==> src/rtl/tdt_pkg.sv <==
package tdt_pkg;
   localparam int DATA_W = 8;

   typedef enum logic [1:0] {
      ADDR_COUNT = 2'd0,
      ADDR_PRESC = 2'd1,
      ADDR_CTRL  = 2'd2
   } tdt_addr_e;

   localparam int BIT_ZF   = 7;
   localparam int BIT_IE   = 6;
   localparam int BIT_MODE = 5;
   localparam int BIT_EXT  = 4;
   localparam int BIT_RUN  = 3;
endpackage

==> src/rtl/tdt_clk_src.sv <==
module tdt_clk_src #(
   parameter int DIV_N  = 12,
   parameter int SYNC_N = 2
) (
   input  logic clk,
   input  logic rst,
   input  logic pin_i,
   input  logic use_ext_i,
   output logic src_lvl_o
);
   localparam int DW = (DIV_N > 1) ? $clog2(DIV_N) : 1;
   localparam logic [DW-1:0] LAST = DW'(DIV_N - 1);
   localparam logic [DW-1:0] HALF = DW'(DIV_N / 2);

   generate
      if (DIV_N < 2) begin : g_bad_div
         $error("DIV_N must be at least 2");
      end
      if (SYNC_N < 2) begin : g_bad_sync
         $error("SYNC_N must be at least 2");
      end
   endgenerate

   logic [DW-1:0]     div_q;
   logic [SYNC_N-1:0] sync_q;
   logic              int_lvl;

   always_ff @(posedge clk) begin
      if (rst) begin
         div_q  <= '0;
         sync_q <= '0;
      end else begin
         div_q  <= (div_q == LAST) ? '0 : div_q + 1'b1;
         sync_q <= {sync_q[SYNC_N-2:0], pin_i};
      end
   end

   assign int_lvl   = (div_q >= HALF);
   assign src_lvl_o = use_ext_i ? sync_q[SYNC_N-1] : int_lvl;

   assert_div_range_R4: assert property (@(posedge clk) disable iff (rst)
      div_q <= LAST);
endmodule

==> src/rtl/tdt_prescaler.sv <==
module tdt_prescaler #(
   parameter int PSC_W = 7,
   parameter int SEL_W = 3
) (
   input  logic             clk,
   input  logic             rst,
   input  logic             src_lvl_i,
   input  logic             run_i,
   input  logic [SEL_W-1:0] sel_i,
   input  logic             wr_i,
   input  logic [PSC_W-1:0] wdata_i,
   output logic [PSC_W-1:0] psc_o,
   output logic             tap_rise_o
);
   localparam int NTAP = 2 ** SEL_W;

   generate
      if (PSC_W > NTAP - 1) begin : g_bad_sel
         $error("SEL_W too narrow to reach every prescaler bit");
      end
   endgenerate

   logic [PSC_W-1:0] psc_q;
   logic             src_q, tap_q, src_rise;
   logic [NTAP-1:0]  taps;
   logic             tap_lvl;

   genvar gi;
   generate
      for (gi = 0; gi < NTAP; gi++) begin : g_tap
         if (gi == 0) begin : g_raw
            assign taps[gi] = src_lvl_i;
         end else if (gi <= PSC_W) begin : g_bit
            assign taps[gi] = psc_q[gi-1];
         end else begin : g_none
            assign taps[gi] = 1'b0;
         end
      end
   endgenerate

   assign src_rise = src_lvl_i & ~src_q;
   assign tap_lvl  = taps[sel_i];

   always_ff @(posedge clk) begin
      if (rst) begin
         psc_q <= '1;
         src_q <= 1'b0;
         tap_q <= 1'b1;
      end else begin
         src_q <= src_lvl_i;
         tap_q <= tap_lvl;
         if (!run_i)        psc_q <= '1;
         else if (wr_i)     psc_q <= wdata_i;
         else if (src_rise) psc_q <= psc_q - 1'b1;
      end
   end

   assign psc_o      = psc_q;
   assign tap_rise_o = tap_lvl & ~tap_q;

   assert_parked_R6: assert property (@(posedge clk) disable iff (rst)
      !run_i |=> psc_q == '1);
   assert_psc_step_R3: assert property (@(posedge clk) disable iff (rst)
      (run_i && !wr_i) |=> (psc_q == $past(psc_q) || psc_q == $past(psc_q) - 1'b1));
   assert_psc_load_R7: assert property (@(posedge clk) disable iff (rst)
      (run_i && wr_i) |=> psc_q == $past(wdata_i));
endmodule

==> src/rtl/tdt_counter.sv <==
module tdt_counter #(
   parameter int CNT_W = 8
) (
   input  logic             clk,
   input  logic             rst,
   input  logic             run_i,
   input  logic             tap_rise_i,
   input  logic             wr_i,
   input  logic [CNT_W-1:0] wdata_i,
   output logic [CNT_W-1:0] cnt_o,
   output logic             hit_zero_o
);
   localparam logic [CNT_W-1:0] ONE = CNT_W'(1);

   logic [CNT_W-1:0] cnt_q;
   logic             step;

   assign step       = run_i & tap_rise_i & ~wr_i;
   assign hit_zero_o = step & (cnt_q == ONE);

   always_ff @(posedge clk) begin
      if (rst)       cnt_q <= '0;
      else if (wr_i) cnt_q <= wdata_i;
      else if (step) cnt_q <= cnt_q - 1'b1;
   end

   assign cnt_o = cnt_q;

   assert_wr_load_R2: assert property (@(posedge clk) disable iff (rst)
      wr_i |=> cnt_q == $past(wdata_i));
   assert_single_step_R10: assert property (@(posedge clk) disable iff (rst)
      !wr_i |=> (cnt_q == $past(cnt_q) || cnt_q == $past(cnt_q) - 1'b1));
   assert_frozen_R6: assert property (@(posedge clk) disable iff (rst)
      (!run_i && !wr_i) |=> $stable(cnt_q));
endmodule

==> src/rtl/tick_down_timer.sv <==
module tick_down_timer #(
   parameter int CNT_W  = 8,
   parameter int PSC_W  = 7,
   parameter int SEL_W  = 3,
   parameter int DIV_N  = 12,
   parameter int SYNC_N = 2
) (
   input  logic       clk,
   input  logic       rst,
   input  logic       tmr_pin,
   input  logic [1:0] bus_addr,
   input  logic       bus_wr,
   input  logic [7:0] bus_wdata,
   output logic [7:0] bus_rdata,
   output logic       irq
);
   import tdt_pkg::*;

   generate
      if (CNT_W > DATA_W || PSC_W >= DATA_W) begin : g_bad_w
         $error("counter or prescaler wider than the bus");
      end
      if (SEL_W > BIT_RUN) begin : g_bad_sel
         $error("tap select overlaps the run bit");
      end
   endgenerate

   logic             zf_q, ie_q, mode_q, ext_q, run_q;
   logic [SEL_W-1:0] sel_q;
   logic [CNT_W-1:0] cnt;
   logic [PSC_W-1:0] psc;
   logic             src_lvl, tap_rise, hit_zero;
   logic             wr_cnt, wr_psc, wr_ctrl;

   assign wr_cnt  = bus_wr && (bus_addr == ADDR_COUNT);
   assign wr_psc  = bus_wr && (bus_addr == ADDR_PRESC);
   assign wr_ctrl = bus_wr && (bus_addr == ADDR_CTRL);

   tdt_clk_src #(.DIV_N(DIV_N), .SYNC_N(SYNC_N)) src_i (
      .clk(clk), .rst(rst), .pin_i(tmr_pin), .use_ext_i(ext_q),
      .src_lvl_o(src_lvl));

   tdt_prescaler #(.PSC_W(PSC_W), .SEL_W(SEL_W)) psc_i (
      .clk(clk), .rst(rst), .src_lvl_i(src_lvl), .run_i(run_q), .sel_i(sel_q),
      .wr_i(wr_psc), .wdata_i(bus_wdata[PSC_W-1:0]), .psc_o(psc),
      .tap_rise_o(tap_rise));

   tdt_counter #(.CNT_W(CNT_W)) cnt_i (
      .clk(clk), .rst(rst), .run_i(run_q), .tap_rise_i(tap_rise),
      .wr_i(wr_cnt), .wdata_i(bus_wdata[CNT_W-1:0]), .cnt_o(cnt),
      .hit_zero_o(hit_zero));

   always_ff @(posedge clk) begin
      if (rst) begin
         zf_q   <= 1'b0;
         ie_q   <= 1'b0;
         mode_q <= 1'b0;
         ext_q  <= 1'b0;
         run_q  <= 1'b0;
         sel_q  <= '0;
      end else begin
         if (wr_ctrl) begin
            ie_q   <= bus_wdata[BIT_IE];
            mode_q <= bus_wdata[BIT_MODE];
            ext_q  <= bus_wdata[BIT_EXT];
            run_q  <= bus_wdata[BIT_RUN];
            sel_q  <= bus_wdata[SEL_W-1:0];
         end
         if (hit_zero)     zf_q <= 1'b1;
         else if (wr_ctrl) zf_q <= bus_wdata[BIT_ZF];
      end
   end

   always_comb begin
      bus_rdata = '0;
      case (bus_addr)
         ADDR_COUNT: bus_rdata[CNT_W-1:0] = cnt;
         ADDR_PRESC: bus_rdata[PSC_W-1:0] = psc;
         ADDR_CTRL: begin
            bus_rdata[BIT_ZF]      = zf_q;
            bus_rdata[BIT_IE]      = ie_q;
            bus_rdata[BIT_MODE]    = mode_q;
            bus_rdata[BIT_EXT]     = ext_q;
            bus_rdata[BIT_RUN]     = run_q;
            bus_rdata[SEL_W-1:0]   = sel_q;
         end
         default: bus_rdata = '0;
      endcase
   end

   assign irq = zf_q & ie_q;

   assert_zf_cause_R8: assert property (@(posedge clk) disable iff (rst)
      $rose(zf_q) |-> (cnt == '0 || $past(wr_ctrl)));
   assert_zf_sticky_R8: assert property (@(posedge clk) disable iff (rst)
      (zf_q && !wr_ctrl) |=> zf_q);
   assert_irq_gate_R9: assert property (@(posedge clk) disable iff (rst)
      irq |-> (zf_q && ie_q));
endmodule

==> config.mk <==
export PLATFORM = sky130hd
export DESIGN_NAME = tick_down_timer
export DESIGN_NICKNAME = d
export VERILOG_FILES = /design/src/rtl/tdt_pkg.sv /design/src/rtl/tdt_clk_src.sv /design/src/rtl/tdt_prescaler.sv /design/src/rtl/tdt_counter.sv /design/src/rtl/tick_down_timer.sv
export SDC_FILE = /design/constraint.sdc
export NUM_CORES = 1
export LEC_CHECK = 0
export CAP_MARGIN = 20
export CORE_MARGIN = 2
export CORE_UTILIZATION = 59
export CTS_CLUSTER_SIZE = 25
export DETAILED_ROUTE_END_ITERATION = 12
export GPL_TIMING_DRIVEN = 0
export PLACE_DENSITY = 0.84
export RECOVER_POWER = 50
export SETUP_SLACK_MARGIN = 0.05
export SLEW_MARGIN = 20
export SYNTH_ARGS = -nofsm -noshare
export SYNTH_HDL_FRONTEND = slang
export SYNTH_SLANG_ARGS = --single-unit
==> constraint.sdc <==
create_clock -name clk -period 4.8 [get_ports clk]
set_input_delay 0.96 -clock clk [delete_from_list [all_inputs] [get_ports clk]]
set_output_delay 0.96 -clock clk [all_outputs]
set_load 0.1 [all_outputs]
==> impl_metrics.toml <==
[outcome]
status = "finished clean"

[setup_path]
reg2regPathDepth = 7
worstPathMaxFanout = 10
r2r-end = "cnt_i.cnt_o[6]"
slowest_delay_ns = 1.17
crit_chain = "clkdlybuf4s50_1 > nor2b_1 > clkbuf_1 > clkbuf_1 > nand2_1 > o21ai_0 > clkdlybuf4s50_1"
crit_type = "in2out"
reg2reg_from = "src_i.div_q[0]"
critPathLaunchType = "input pin"
arrival_ns = 3.64
worst_ep_required_time_ns = 3.84
critical-path-top-delay-family = "buffers and inverters"
worst-path-buf-inv = 4
end_kind = "primary output"
cp_slowest_cell = "clkdlybuf4s50_1"
rrSetupSlack_ns = 2.65

[placed_design]
hpwl_mm = 3.34
io_buffers = 21
globalplace.congestion = 0.879

[yosys]
yosysWarnings = 0
synthTopCellsByArea = "dfxtp_1 (35%), mux2i_1 (6.8%), nor2_1 (5.3%)"
synth_area_um2 = 1780
yosysTopAreaCellShare = 0.349
yosysTopAreaCell = "dfxtp_1"
synth.distinct_cells = 43
syn_area_per_cell_um2 = 8.04
yosysSeqAreaShare = 0.349
synthCells = 221
syn-num-nets = 240
ys_seq_elements = 31

[clocking]
post_cts_buffers = 0
clock-sinks = 31
clock-root-buffer = "clkbuf_4"
ctsResizeCount = 0
clock_path_buffers = 2
htree_levels = 2
ctsHoldBuffers = 0
cts_tree = "done"
cts.clk_slew.worst_paths_ns = 0.08
numCtsBuffers = 5
clk_latency_ns = 0.34

[die]
fp.dieH_um = 58.9
core_area_um2 = 2810
io_pins = 23
rows = 19
initial_utilization = 0.633
die_w_um = 58.9
die_area_um2 = 3470

[sta]
slew_viol_final = 0
worst_slew_pin_slew_ns = 1.01
whs_ns = 0.444
fin_crit_sh = 0.959
setup-violations-final = 0
skew_ns = 0.0122
hold_viol_final = 0
max_freq_mhz = 217
rsz0062_at_grt = "no"
tns_ns = 0
slew_headroom = 0.323
period_minus_slack_ns = 4.60

[global_route]
grt_pass1_wl_mm = 7.49
grt_pass1_vias = 1548
grt.overflow.total = 0
grt_max_degree = 11
grtUsageTotal = 0.289
antenna_found_initial = 0

[pwr]
p_per_area_nw_per_um2 = 276
vdd_ir_drop_max_uv = 195
p_leak_nw = 0.751

[routing]
wl_mm = 4.45
drt.antenna.violating_nets = 0
via_per_inst = 6.11
drc = 0
vias = 1718
drt_iter0_markers = 123
dr.pass1.iters = 5
avgRoutedWirePerCell_um = 15.8

[final_layout]
nNetsFinal = 268
layout-drive-gt1-share = 0.0600
syn2layout_area_growth_pct = 17.9
diodes = 0

[worst_hold_path]
hp-start = "src_i.sync_q[0]"
min-delay-path-class = "reg2reg"
holdPathEnd = "src_i.sync_q[1]"
min_path_cells = 1

[flow_run]
max-cap-violations = 0
==> through the flow <==
| stage | cell area (µm²) | setup slack (ns) | total power, mW | instances | util |
|---|---|---|---|---|---|
| 2_1_floorplan | 1780 | 0.262 | 0.367 | 221 | - |
| 4_1_cts | 2090 | 0.237 | 0.578 | 281 | 0.747 |
| 5_1_grt | 2090 | 0.0964 | 0.604 | 281 | 0.747 |
| 3_5_place_dp | 2030 | 0.241 | 0.405 | 273 | 0.722 |
| 6_report | 2090 | 0.196 | 0.578 | 281 | 0.747 |
| 3_3_place_gp | 2030 | 0.247 | 0.403 | 273 | 0.722 |
==> logic make-up (layout without fill, tap and decap cells) <==
| logic type | after synthesis | count (layout) | share of synthesized area |
|---|---|---|---|
| buffers and inverters | 19 | 48 | 0.0444 |
| adder cells (fa/ha/maj) | 5 | 5 | 0.0352 |
| XOR/XNOR | 4 | 4 | 0.0197 |
| AND/OR/NAND/NOR | 100 | 100 | 0.279 |
| AO/OA/AOI/OAI | 48 | 48 | 0.186 |
| multiplexers | 14 | 14 | 0.0866 |
| flip-flops | 31 | 31 | 0.349 |
==> worst reg2reg max path: cells and delay by family (launching register included) <==
family,cells,cell delay (ns)
and+or+nand+nor,1,0.11
buffers and inverters,1,0.07
DFF,1,0.34
adders and majority gates,1,0.13
AOI/OAI and AO/OA,4,1.41
==> worst max path at each step <==
stage / startpoint / to / slack, ns / depth (start not counted)
after global routing: bus_addr[1] / bus_rdata[2] / 0.1 / 7
after CTS: bus_addr[1] / bus_rdata[3] / 0.24 / 7
after floorplan: bus_addr[0] / bus_rdata[0] / 0.26 / 3
after detailed placement: bus_addr[1] / bus_rdata[3] / 0.24 / 7
final: bus_addr[1] / bus_rdata[3] / 0.20 / 7
after global placement: bus_addr[1] / bus_rdata[3] / 0.25 / 7
==> cells in the final DEF (no fill, tap or decap), types with 2 or more instances in the layout <==
cell / Yosys / final
nand2_1: 24 / 24
buf_1: 3 / 3
o21ai_0: 17 / 18
nand3_1: 14 / 14
nor4b_1: 2 / 2
clkbuf_8: 0 / 2
nor3b_1: 2 / 2
or3_1: 4 / 4
nor3_1: 7 / 7
a21o_1: 2 / 2
clkbuf_4: 0 / 5
mux2i_1: 12 / 12
nand4_1: 4 / 4
nor2_1: 25 / 25
a311oi_1: 5 / 5
xor2_1: 3 / 3
clkbuf_1: 9 / 10
clkdlybuf4s50_1: 0 / 19
a2111oi_0: 2 / 2
dlygate4sd3_1: 0 / 2
ha_1: 5 / 5
nand2b_1: 3 / 3
dfxtp_1: 31 / 31
a21oi_1: 11 / 11
inv_1: 6 / 6
nor2b_1: 6 / 6
o211ai_1: 3 / 3
nand3b_1: 2 / 2
==> routing by layer <==
| metal | part of all wire | vias up | global-route usage | routed length (µm) |
|---|---|---|---|---|
| met2 | 0.45 | 80 | 0.438 | 2020 |
| met1 | 0.45 | 776 | 0.404 | 1990 |
| met5 | 0 | - | 0 | 0 |
| met3 | 0.081 | 11 | 0.0703 | 359 |
| li1 | - | 851 | - | - |
| met4 | 0.017 | 0 | 0.0974 | 77 |
==> report_power, final <==
group	leakage, nW	switching [mW]	internal, mW
Combinational	0.459	0.0798	0.0412
Sequential	0.253	0.0115	0.267
Clock	0.0386	0.0919	0.0861
Total	0.751	0.183	0.395
==> final cells by class <==
type / instances / area [µm²]
buffer: 13 / 56.3
clock buffer: 8 / 68.8
multi-input combinational: 171 / 1080
tap: 31 / 38.8
inverter: 6 / 22.5
sequential: 31 / 621
fill: 219 / 711
timing repair buffer: 21 / 210
==> cell usage after synthesis (all sizes together) <==
cell / number
mux2i: 12
a311oi: 5
and3: 1
o211ai: 3
nand3b: 2
o41ai: 2
nor2: 25
clkbuf: 9
buf: 4
xor2: 3
nor3b: 2
inv: 6
a21oi: 11
mux4: 1
nand2b: 3
a31o: 1
mux2: 1
nor2b: 6
or3: 4
a21o: 2
a2111oi: 2
ha: 5
and2: 1
o41a: 1
nand2: 24
nand4b: 1
nor4b: 2
a2111o: 1
or3b: 1
a211oi: 2
and3b: 1
nand3: 14
dfxtp: 31
o21ai: 18
nor4: 1
nand4: 4
or2b: 1
xnor2: 1
nor3: 7
==> state kept, by name (all words and copies together) (netlist names), 2 cells and up <==
register and flops:
cnt_i.cnt_o 8, psc_i.psc_o 7, sel_q 3, src_i.div_q 4, src_i.sync_q 2
Power figures use the tool's default switching activity.
